<file path="config.mk">
export PLATFORM = sky130hd
export DESIGN_NAME = ser_ctl_port
export DESIGN_NICKNAME = d
export VERILOG_FILES = /design/src/rtl/ser_ctl_pkg.sv /design/src/rtl/ser_sync.sv /design/src/rtl/ser_frame.sv /design/src/rtl/ser_regbank.sv /design/src/rtl/ser_ctl_port.sv
export SDC_FILE = /design/constraint.sdc
export NUM_CORES = 1
export LEC_CHECK = 0
export BUFFER_PORTS_ARGS = -buffer_cell sky130_fd_sc_hd__buf_2
export CORE_AREA = 4 4 110 112
export CTS_BUF_LIST = sky130_fd_sc_hd__clkbuf_16
export DETAILED_ROUTE_END_ITERATION = 7
export DIE_AREA = 0 0 114 116
export GPL_TIMING_DRIVEN = 0
export RECOVER_POWER = 50
export SYNTH_ARGS = -nofsm -noshare
export SYNTH_HDL_FRONTEND = slang
export SYNTH_SLANG_ARGS = --single-unit
</file>
<file path="constraint.sdc">
create_clock -name clk -period 4.97 [get_ports clk]
set_clock_uncertainty 0.2 [all_clocks]
set_input_delay 0.7455 -clock clk [delete_from_list [all_inputs] [get_ports clk]]
set_output_delay 0.7455 -clock clk [all_outputs]
set_load 0.02 [all_outputs]
</file>
<file path="src/rtl/ser_ctl_pkg.sv">
package ser_ctl_pkg;
  localparam int ADDR_W = 8;
  localparam int PAY_W  = 24;
  localparam logic [ADDR_W-1:0] ADDR_IMG_A = 8'h28;
  localparam logic [ADDR_W-1:0] ADDR_IMG_B = 8'h29;

  typedef struct packed {
    logic [3:0]  ref_sel;
    logic        spare;
    logic        cnt_start;
    logic        fm_path;
    logic        in_range_hi;
    logic [15:0] div_val;
  } img_a_t;
endpackage

</file>
<file path="src/rtl/ser_sync.sv">
module ser_sync #(
  parameter int STAGES = 2,
  parameter int W      = 3
) (
  input  logic         clk,
  input  logic         rst_n,
  input  logic [W-1:0] din,
  output logic [W-1:0] dout
);
  for (genvar g = 0; g < STAGES; g++) begin : g_stage
    logic [W-1:0] src;
    logic [W-1:0] q;
    if (g == 0) begin : g_first
      assign src = din;
    end else begin : g_next
      assign src = g_stage[g-1].q;
    end
    always_ff @(posedge clk or negedge rst_n) begin
      if (!rst_n) q <= '0;
      else        q <= src;
    end
  end

  assign dout = g_stage[STAGES-1].q;
endmodule

</file>
<file path="src/rtl/ser_frame.sv">
module ser_frame #(
  parameter int                ADDR_W = 8,
  parameter int                PAY_W  = 24,
  parameter logic [ADDR_W-1:0] ADDR_A = 8'h28,
  parameter logic [ADDR_W-1:0] ADDR_B = 8'h29
) (
  input  logic             clk,
  input  logic             rst_n,
  input  logic             ce,
  input  logic             sck,
  input  logic             sd,
  output logic             wr_req,
  output logic             wr_sel,
  output logic [PAY_W-1:0] wr_data
);
  localparam int ACW = $clog2(ADDR_W + 1);
  localparam int PCW = $clog2(PAY_W + 2);
  localparam logic [ACW-1:0] ACNT_FULL = ACW'(ADDR_W);
  localparam logic [PCW-1:0] PCNT_OK   = PCW'(PAY_W);
  localparam logic [PCW-1:0] PCNT_OVER = PCW'(PAY_W + 1);

  logic              sck_q, ce_q;
  logic [ADDR_W-1:0] addr_q, addr_d;
  logic [ACW-1:0]    acnt_q, acnt_d;
  logic              hit_q, hit_d, sel_q, sel_d;
  logic [PCW-1:0]    pcnt_q, pcnt_d;
  logic [PAY_W-1:0]  pay_q, pay_d;
  logic              sck_rise, ce_rise, ce_fall;
  logic              addr_en, pay_en;

  assign sck_rise = sck & ~sck_q;
  assign ce_rise  = ce & ~ce_q;
  assign ce_fall  = ~ce & ce_q;
  assign addr_en  = sck_rise & ~ce;
  assign pay_en   = sck_rise & ce;

  always_comb begin
    addr_d = addr_q;
    acnt_d = acnt_q;
    hit_d  = hit_q;
    sel_d  = sel_q;
    pcnt_d = pcnt_q;
    pay_d  = pay_q;
    if (ce_fall) acnt_d = '0;
    if (ce_rise) begin
      hit_d  = (acnt_q == ACNT_FULL) && ((addr_q == ADDR_A) || (addr_q == ADDR_B));
      sel_d  = (addr_q == ADDR_B);
      pcnt_d = '0;
    end
    if (addr_en) begin
      addr_d = {sd, addr_q[ADDR_W-1:1]};
      if (acnt_q != ACNT_FULL) acnt_d = acnt_q + ACW'(1);
    end
    if (pay_en) begin
      pay_d = {sd, pay_q[PAY_W-1:1]};
      if (pcnt_q != PCNT_OVER) pcnt_d = pcnt_q + PCW'(1);
    end
  end

  always_ff @(posedge clk or negedge rst_n) begin
    if (!rst_n) begin
      sck_q  <= 1'b0;
      ce_q   <= 1'b0;
      addr_q <= '0;
      acnt_q <= '0;
      hit_q  <= 1'b0;
      sel_q  <= 1'b0;
      pcnt_q <= '0;
      pay_q  <= '0;
    end else begin
      sck_q  <= sck;
      ce_q   <= ce;
      addr_q <= addr_d;
      acnt_q <= acnt_d;
      hit_q  <= hit_d;
      sel_q  <= sel_d;
      pcnt_q <= pcnt_d;
      pay_q  <= pay_d;
    end
  end

  assign wr_req  = ce_fall & hit_q & (pcnt_q == PCNT_OK);
  assign wr_sel  = sel_q;
  assign wr_data = pay_q;

  // the address shifter holds while the payload phase is active
  p_addr_hold_r2: assert property (@(posedge clk) disable iff (!rst_n)
    ce |=> $stable(addr_q));
  // the payload shifter holds while the address phase is active
  p_pay_hold_r4: assert property (@(posedge clk) disable iff (!rst_n)
    !ce |=> $stable(pay_q));
  // the payload counter saturates one above a full frame
  p_pcnt_bound_r5: assert property (@(posedge clk) disable iff (!rst_n)
    pcnt_q <= PCNT_OVER);
  // the address counter never passes the address width
  p_acnt_bound_r10: assert property (@(posedge clk) disable iff (!rst_n)
    acnt_q <= ACNT_FULL);
endmodule

</file>
<file path="src/rtl/ser_regbank.sv">
module ser_regbank #(
  parameter int NREG = 2,
  parameter int W    = 24
) (
  input  logic                     clk,
  input  logic                     rst_n,
  input  logic                     wr_req,
  input  logic [$clog2(NREG)-1:0]  wr_sel,
  input  logic [W-1:0]             wr_data,
  output logic [NREG-1:0][W-1:0]   img,
  output logic [NREG-1:0]          stb
);
  for (genvar i = 0; i < NREG; i++) begin : g_img
    logic         we;
    logic [W-1:0] q_d;
    assign we  = wr_req && (wr_sel == i);
    assign q_d = we ? wr_data : img[i];

    always_ff @(posedge clk or negedge rst_n) begin
      if (!rst_n) begin
        img[i] <= '0;
        stb[i] <= 1'b0;
      end else begin
        img[i] <= q_d;
        stb[i] <= we;
      end
    end

    // an image only moves in a cycle that carries its strobe
    p_hold_r6: assert property (@(posedge clk) disable iff (!rst_n)
      !stb[i] |-> $stable(img[i]));
    // a strobe lasts a single cycle
    p_stb_pulse_r7: assert property (@(posedge clk) disable iff (!rst_n)
      stb[i] |=> !stb[i]);
  end

  // never more than one image written at once
  p_stb_onehot_r7: assert property (@(posedge clk) disable iff (!rst_n)
    $onehot0(stb));
endmodule

</file>
<file path="src/rtl/ser_ctl_port.sv">
module ser_ctl_port #(
  parameter int SYNC_STAGES = 2
) (
  input  logic        clk,
  input  logic        rst_n,
  input  logic        ser_ce,
  input  logic        ser_clk,
  input  logic        ser_dat,
  output logic [23:0] cfg_a,
  output logic [23:0] cfg_b,
  output logic [1:0]  upd_stb,
  output logic [15:0] div_val,
  output logic        in_range_hi,
  output logic        fm_path,
  output logic        cnt_start,
  output logic [3:0]  ref_sel
);
  import ser_ctl_pkg::*;

  localparam int NREG = 2;

  logic [1:0]           rst_pipe;
  logic                 rst_core_n;
  logic [2:0]           ser_s;
  logic                 wr_req, wr_sel;
  logic [PAY_W-1:0]     wr_data;
  logic [NREG-1:0][PAY_W-1:0] img;
  img_a_t               fa;

  always_ff @(posedge clk or negedge rst_n) begin
    if (!rst_n) rst_pipe <= '0;
    else        rst_pipe <= {rst_pipe[0], 1'b1};
  end
  assign rst_core_n = rst_pipe[1];

  ser_sync #(.STAGES(SYNC_STAGES), .W(3)) u_sync (
    .clk  (clk),
    .rst_n(rst_core_n),
    .din  ({ser_ce, ser_clk, ser_dat}),
    .dout (ser_s)
  );

  ser_frame #(
    .ADDR_W(ADDR_W), .PAY_W(PAY_W), .ADDR_A(ADDR_IMG_A), .ADDR_B(ADDR_IMG_B)
  ) u_frame (
    .clk    (clk),
    .rst_n  (rst_core_n),
    .ce     (ser_s[2]),
    .sck    (ser_s[1]),
    .sd     (ser_s[0]),
    .wr_req (wr_req),
    .wr_sel (wr_sel),
    .wr_data(wr_data)
  );

  ser_regbank #(.NREG(NREG), .W(PAY_W)) u_bank (
    .clk    (clk),
    .rst_n  (rst_core_n),
    .wr_req (wr_req),
    .wr_sel (wr_sel),
    .wr_data(wr_data),
    .img    (img),
    .stb    (upd_stb)
  );

  assign cfg_a       = img[0];
  assign cfg_b       = img[1];
  assign fa          = img_a_t'(img[0]);
  assign div_val     = fa.div_val;
  assign in_range_hi = fa.in_range_hi;
  assign fm_path     = fa.fm_path;
  assign cnt_start   = fa.cnt_start;
  assign ref_sel     = fa.ref_sel;
endmodule

</file>
=== Word level (Yosys, flattened, before mapping) ===
Cells that the tools add are included.

* Add/sub/neg operators: 2
* Equality and inequality tests: 6
* Reduce and logical (&&, ||, !) cells: 4
* Bitwise logic cells: 11
* Multiplexer cells: 6

{| class="wikitable"
|+ Operator list
! cell !! number
|-
| equality test 8 x 6 -> 1 bit, second input constant || 2
|-
| 2-to-1 mux 5 bit || 3
|-
| 2-to-1 mux 4 bit || 3
|-
| bitwise AND 1 bit || 7
|-
| adder 5 x 1 -> 5 bit, second input constant || 1
|-
| equality test 5 bit, second input constant || 1
|-
| != test 5 bit, second input constant || 1
|-
| adder 4 x 1 -> 4 bit, second input constant || 1
|-
| equality test 4 bit, second input constant || 1
|-
| != test 4 bit, second input constant || 1
|-
| inverter 1 bit || 4
|-
| logical AND 1 bit || 3
|-
| logical OR 1 bit || 1
|}

* Bits in registers: 103
* Word-level logic and storage cells: 44
* Output and inout port bits: 73

=== Logic depth before layout (Yosys ltp) ===
* Word-level depth: 5
* Mapped depth: 7
* Gate-level depth less buffers: 5

=== Cells and area by module ===
From an unflattened synthesis, not the netlist that was laid out.

* Cells, all modules: 337
* Area total of the unflattened synthesis: 4271.6 um2

{| class="wikitable"
|+ By module, submodules not included
! module !! seq. area each (um2) !! times used !! area an instance (um2) !! cells each
|-
| ser_frame || 1126.1 || 1 || 1948.1 || 199
|-
| ser_regbank || 1251.2 || 1 || 1946.9 || 106
|-
| ser_ctl_port || 50.0 || 1 || 226.5 || 26
|-
| ser_sync || 150.1 || 1 || 150.1 || 6
|}

=== Worst setup path after synthesis ===
Ideal clock, no wire load.

* Path type: register -> register
* Start point: reg u_sync.g_stage[1].q[2] (netlist: u_sync.dout[2])
* End point: reg u_bank.img[28] (netlist bit)
* Path slack: 2.948 ns
* Data arrival time: 1.697 ns
* Stages on the path, launching flop included: 6
* Period minus slack after synthesis: 2.022 ns
* Cell sequence: dfrtp_1 -> nand2b_1 -> or4_4 -> buf_6 -> buf_12 -> mux2_4

* Cells in the longest elaborated chain, start to end: 5

{| class="wikitable"
|+ RTL lines
! what !! RTL line !! RTL
|-
| start: declaration || ser_sync.sv:12 || <nowiki>logic [W-1:0] q;</nowiki>
|-
| start signal: assignment || ser_sync.sv:20 || <nowiki>else q <= src;</nowiki>
|-
| inverter 1 bit || ser_frame.sv:33 || <nowiki>assign ce_fall = ~ce & ce_q;</nowiki>
|-
| bitwise AND 1 bit || ser_frame.sv:33 ||
|-
| bitwise AND 1 bit (2 in series) || ser_frame.sv:82 || <nowiki>assign wr_req = ce_fall & hit_q & (pcnt_q == PCNT_OK);</nowiki>
|-
| logical AND 1 bit || ser_regbank.sv:16 || <nowiki>assign we = wr_req && (wr_sel == i);</nowiki>
|-
| end signal: indexed assignment || ser_regbank.sv:24 || <nowiki>img[i] <= q_d;</nowiki>
|-
| end: declaration || ser_regbank.sv:10 || <nowiki>output logic [NREG-1:0][W-1:0] img,</nowiki>
|}

Every way passes these cells.
A chain may end at the register's enable or synchronous reset.

==> reports/metrics.cfg <==
[pwr]
comb_power_share_pct=6.4
power.switching_uw=404.4
clockPowerShare_pct=36.9
leakage_nw=2.781
intPower_mw=1.301
irDropWorstVdd_uv=135.9
seqPwrFrac_pct=56.7
p_per_area_nw_per_um2=336.4
power.share.switching_pct=23.71

[placement]
gp_congestion=0.7380
io_buffer_count=77
hpwl_microns=5108

[cells_and_area]
num_antenna_cells=0
multi_input_area_sq_um=1386
fin_nets=381
seq_area_sq_um=2577
nFillCells=1039
drive_above_1_share_pct=50.00
area_delta_synth_final_pct=19.32

[setup_path]
crit_type=reg2async
crit-reg2reg-launch=rst_pipe[1]$_DFF_PN0_
cpMaxStageDelayCell=clkbuf_2
cp_num_buf_inv=1
path_delay_family=buffers and inverters
cp_data_arrival_time_ns=2.95
startpoint=rst_pipe[1]$_DFF_PN0_
worstPathMaxFanout=72
cp-start-kind=flop
end_kind=async pin
crit_chain=clkbuf_2
crit_path_max_incr_delay_ns=1.43
timing.critical_path.required_ns=4.89

[detailed_routing]
route.detailed.drc=0
ant_nets=0
top_layer=met4
drt_iter0_markers=81
met3WireLength_microns=401
post_drt_wl_per_cell_microns=14.46
wl_met2_microns=3390
avgViaCountPerCell=4.609
detail_route.first_pass.iterations=6
wl_met1_microns=3578
routed_wl_microns=7505
vias=2392

[logic_synthesis]
synth_flop_cell=dfrtp_1
synth_top_area_share_pct=60.66
synth_area_sq_um=4249
synth_most_common_cell=dfrtp_1
synth_xor_area_share_pct=0.2061
syn_inst=281
muxShareOfSynthArea_pct=23.32
synth_edf_count=0
synth-seq-cells=103
yosysSeqAreaShare_pct=60.66
syn-num-nets=291
synth_top_area_cell=dfrtp_1
synth.top_cells.by_area=dfrtp_1 (61%), mux2_2 (16%), mux2_4 (6.7%), buf_4 (4.1%), ha_1 (1.5%)
synthSimpleGateAreaFrac_pct=5.241
postSynthAreaPerCell_sq_um=15.12
synth_commonest_cells=dfrtp_1 (103), mux2_2 (60), buf_4 (23)
async_flop_share_pct=100.0
synth_top_family_by_area=multiplexers
ys_types=37
yosys_warnings=0
synth_compound_area_share_pct=2.297
synth_fa_ha_area_share_pct=1.472

[cts]
clockBufferDepth=2
cts.reportedPaths.clkPinSlew_ns=0.07
hold_buffers=1
cts_tree=built
cts_root_buf=clkbuf_16
h-tree-depth=3
post_cts_buffers=0
clk_latency_ns=0.34
cts_made_buffers=9
clock_sinks=103
ctsResizeCount=0

[timing]
holdWs_ns=0.1506
timing.final.crit_period_ns=3.032
worst_pin_slew_ns=1.757
final.period_utilization_pct=61.00
slew_violations=73
final-hold-violation-count=0
fin_setup_tns_ns=0
rsz0062_at_grt=false
max_freq_mhz=329.8
relSlewSlack_pct=-17.14
setup_viol_count_final=0

[run]
maxCapViolations=1

[grt]
grt.total_usage_pct=11.92
grt_pass1_vias=2351
grt_pass1_wl_microns=12320
grt_start_max_net_pins=73
antenna_found_initial=0
grt_overflow_total=0

[hold_path]
min_from=u_sync.g_stage[0].q[0]$_DFF_PN0_
hold_class=reg2reg

[outcome]
outcome=finished with violations
violations=max-capacitance violations, max-slew violations

[floorplanning]
core_area_sq_um=11220
die_width_microns=114
die_h_microns=116
io_pins=78
initial_core_util_pct=37.86
rows=39
die-area_sq_um=13220

[per-layer routing]
metal	vias to the layer above	global-route usage, %
li1	1135	-
met2	67	17.99
met1	1176	16.63
met4	0	5.938
met3	14	2.089
met5	-	0
[state kept, by name, indices dropped and copies added (netlist names)]
register	flops
u_frame.pcnt_q	5
u_frame.addr_q	8
u_sync.g_stage.q	3
u_frame.ce_q	1
u_bank.img	48
u_frame.wr_data	24
u_bank.stb	2
u_frame.hit_q	1
u_sync.dout	3
u_frame.acnt_q	4
rst_pipe	2
u_frame.sck_q	1
u_frame.wr_sel	1
[layout by cell type, fill, tap and decap left out, types with 2 or more instances in the layout]
| master | count |
|---|---|
| a21oi_1 | 3 |
| a22o_1 | 2 |
| a31o_2 | 2 |
| and3_1 | 3 |
| buf_12 | 2 |
| buf_2 | 66 |
| buf_4 | 23 |
| clkbuf_1 | 17 |
| clkbuf_16 | 9 |
| dfrtp_1 | 103 |
| ha_1 | 5 |
| inv_1 | 12 |
| mux2_2 | 60 |
| mux2_4 | 19 |
| mux2i_1 | 3 |
| nand2_1 | 10 |
| nand2b_1 | 3 |
| nand3_1 | 2 |
| nand4b_1 | 2 |
| nor2_1 | 2 |
| nor2b_1 | 2 |
| nor3_1 | 3 |
| o21ai_0 | 2 |
| o31ai_1 | 2 |
[final timing paths]
check	to	slack, ns	cells past startpoint
max	u_frame.hit_q$_DFFE_PN0P_	1.94	1
min	u_sync.dout[0]$_DFF_PN0_	0.15	0
max reg2reg	u_frame.hit_q$_DFFE_PN0P_	1.94	1
min reg2reg	u_sync.dout[0]$_DFF_PN0_	0.15	0
max in group clk	u_bank.img[16]$_DFFE_PN0P_	2.64	4
min in group asynchronous	u_sync.g_stage[0].q[2]$_DFF_PN0_	0.30	0
[power groups by stage]
stage / combinational, mW / clock [mW] / sequential, mW
floorplan: 0.0847 / 0 / 0.972
global placement: 0.0939 / 0 / 0.991
detailed placement: 0.113 / 0 / 0.984
CTS: 0.114 / 0.648 / 0.969
global route: 0.125 / 0.685 / 0.981
finish: 0.109 / 0.629 / 0.968
[per-stage QoR]
step / setup slack [ns] / power [mW] / utilization [%] / cells / area, sq um
5_1_grt: 1.318 / 1.791 / 45.17 / 519 / 5070
3_5_place_dp: 2.605 / 1.097 / 43.17 / 502 / 4845
4_1_cts: 2.606 / 1.731 / 45.57 / 519 / 5115
6_report: 1.938 / 1.705 / 45.17 / 519 / 5070
2_1_floorplan: 1.688 / 1.057 / - / 281 / 4249
3_3_place_gp: 0.5544 / 1.085 / 42.89 / 501 / 4813
[area by class of cell]
cell class	count	share of cell area [%]
Buffer	33	5.010
Clock buffer	9	4.442
Clock inverter	7	0.6910
Inverter	8	0.5923
Multi-Input combinational cell	137	27.34
Sequential cell	103	50.84
Tap cell	143	3.529
Timing Repair Buffer	79	7.552
[cells by family (layout without fill, tap and decap cells)]
kind of cell             count (synthesis)  in the layout
XOR/XNOR                                 1              1
other                                    1              1
adder cells (fa/ha/maj)                  5              5
AO/OA/AOI/OAI                           14             14
flip-flops                             103            103
AND/OR/NAND/NOR                         34             34
multiplexers                            82             82
buffers and inverters                   41            136
(Power assumes the default switching activity.)
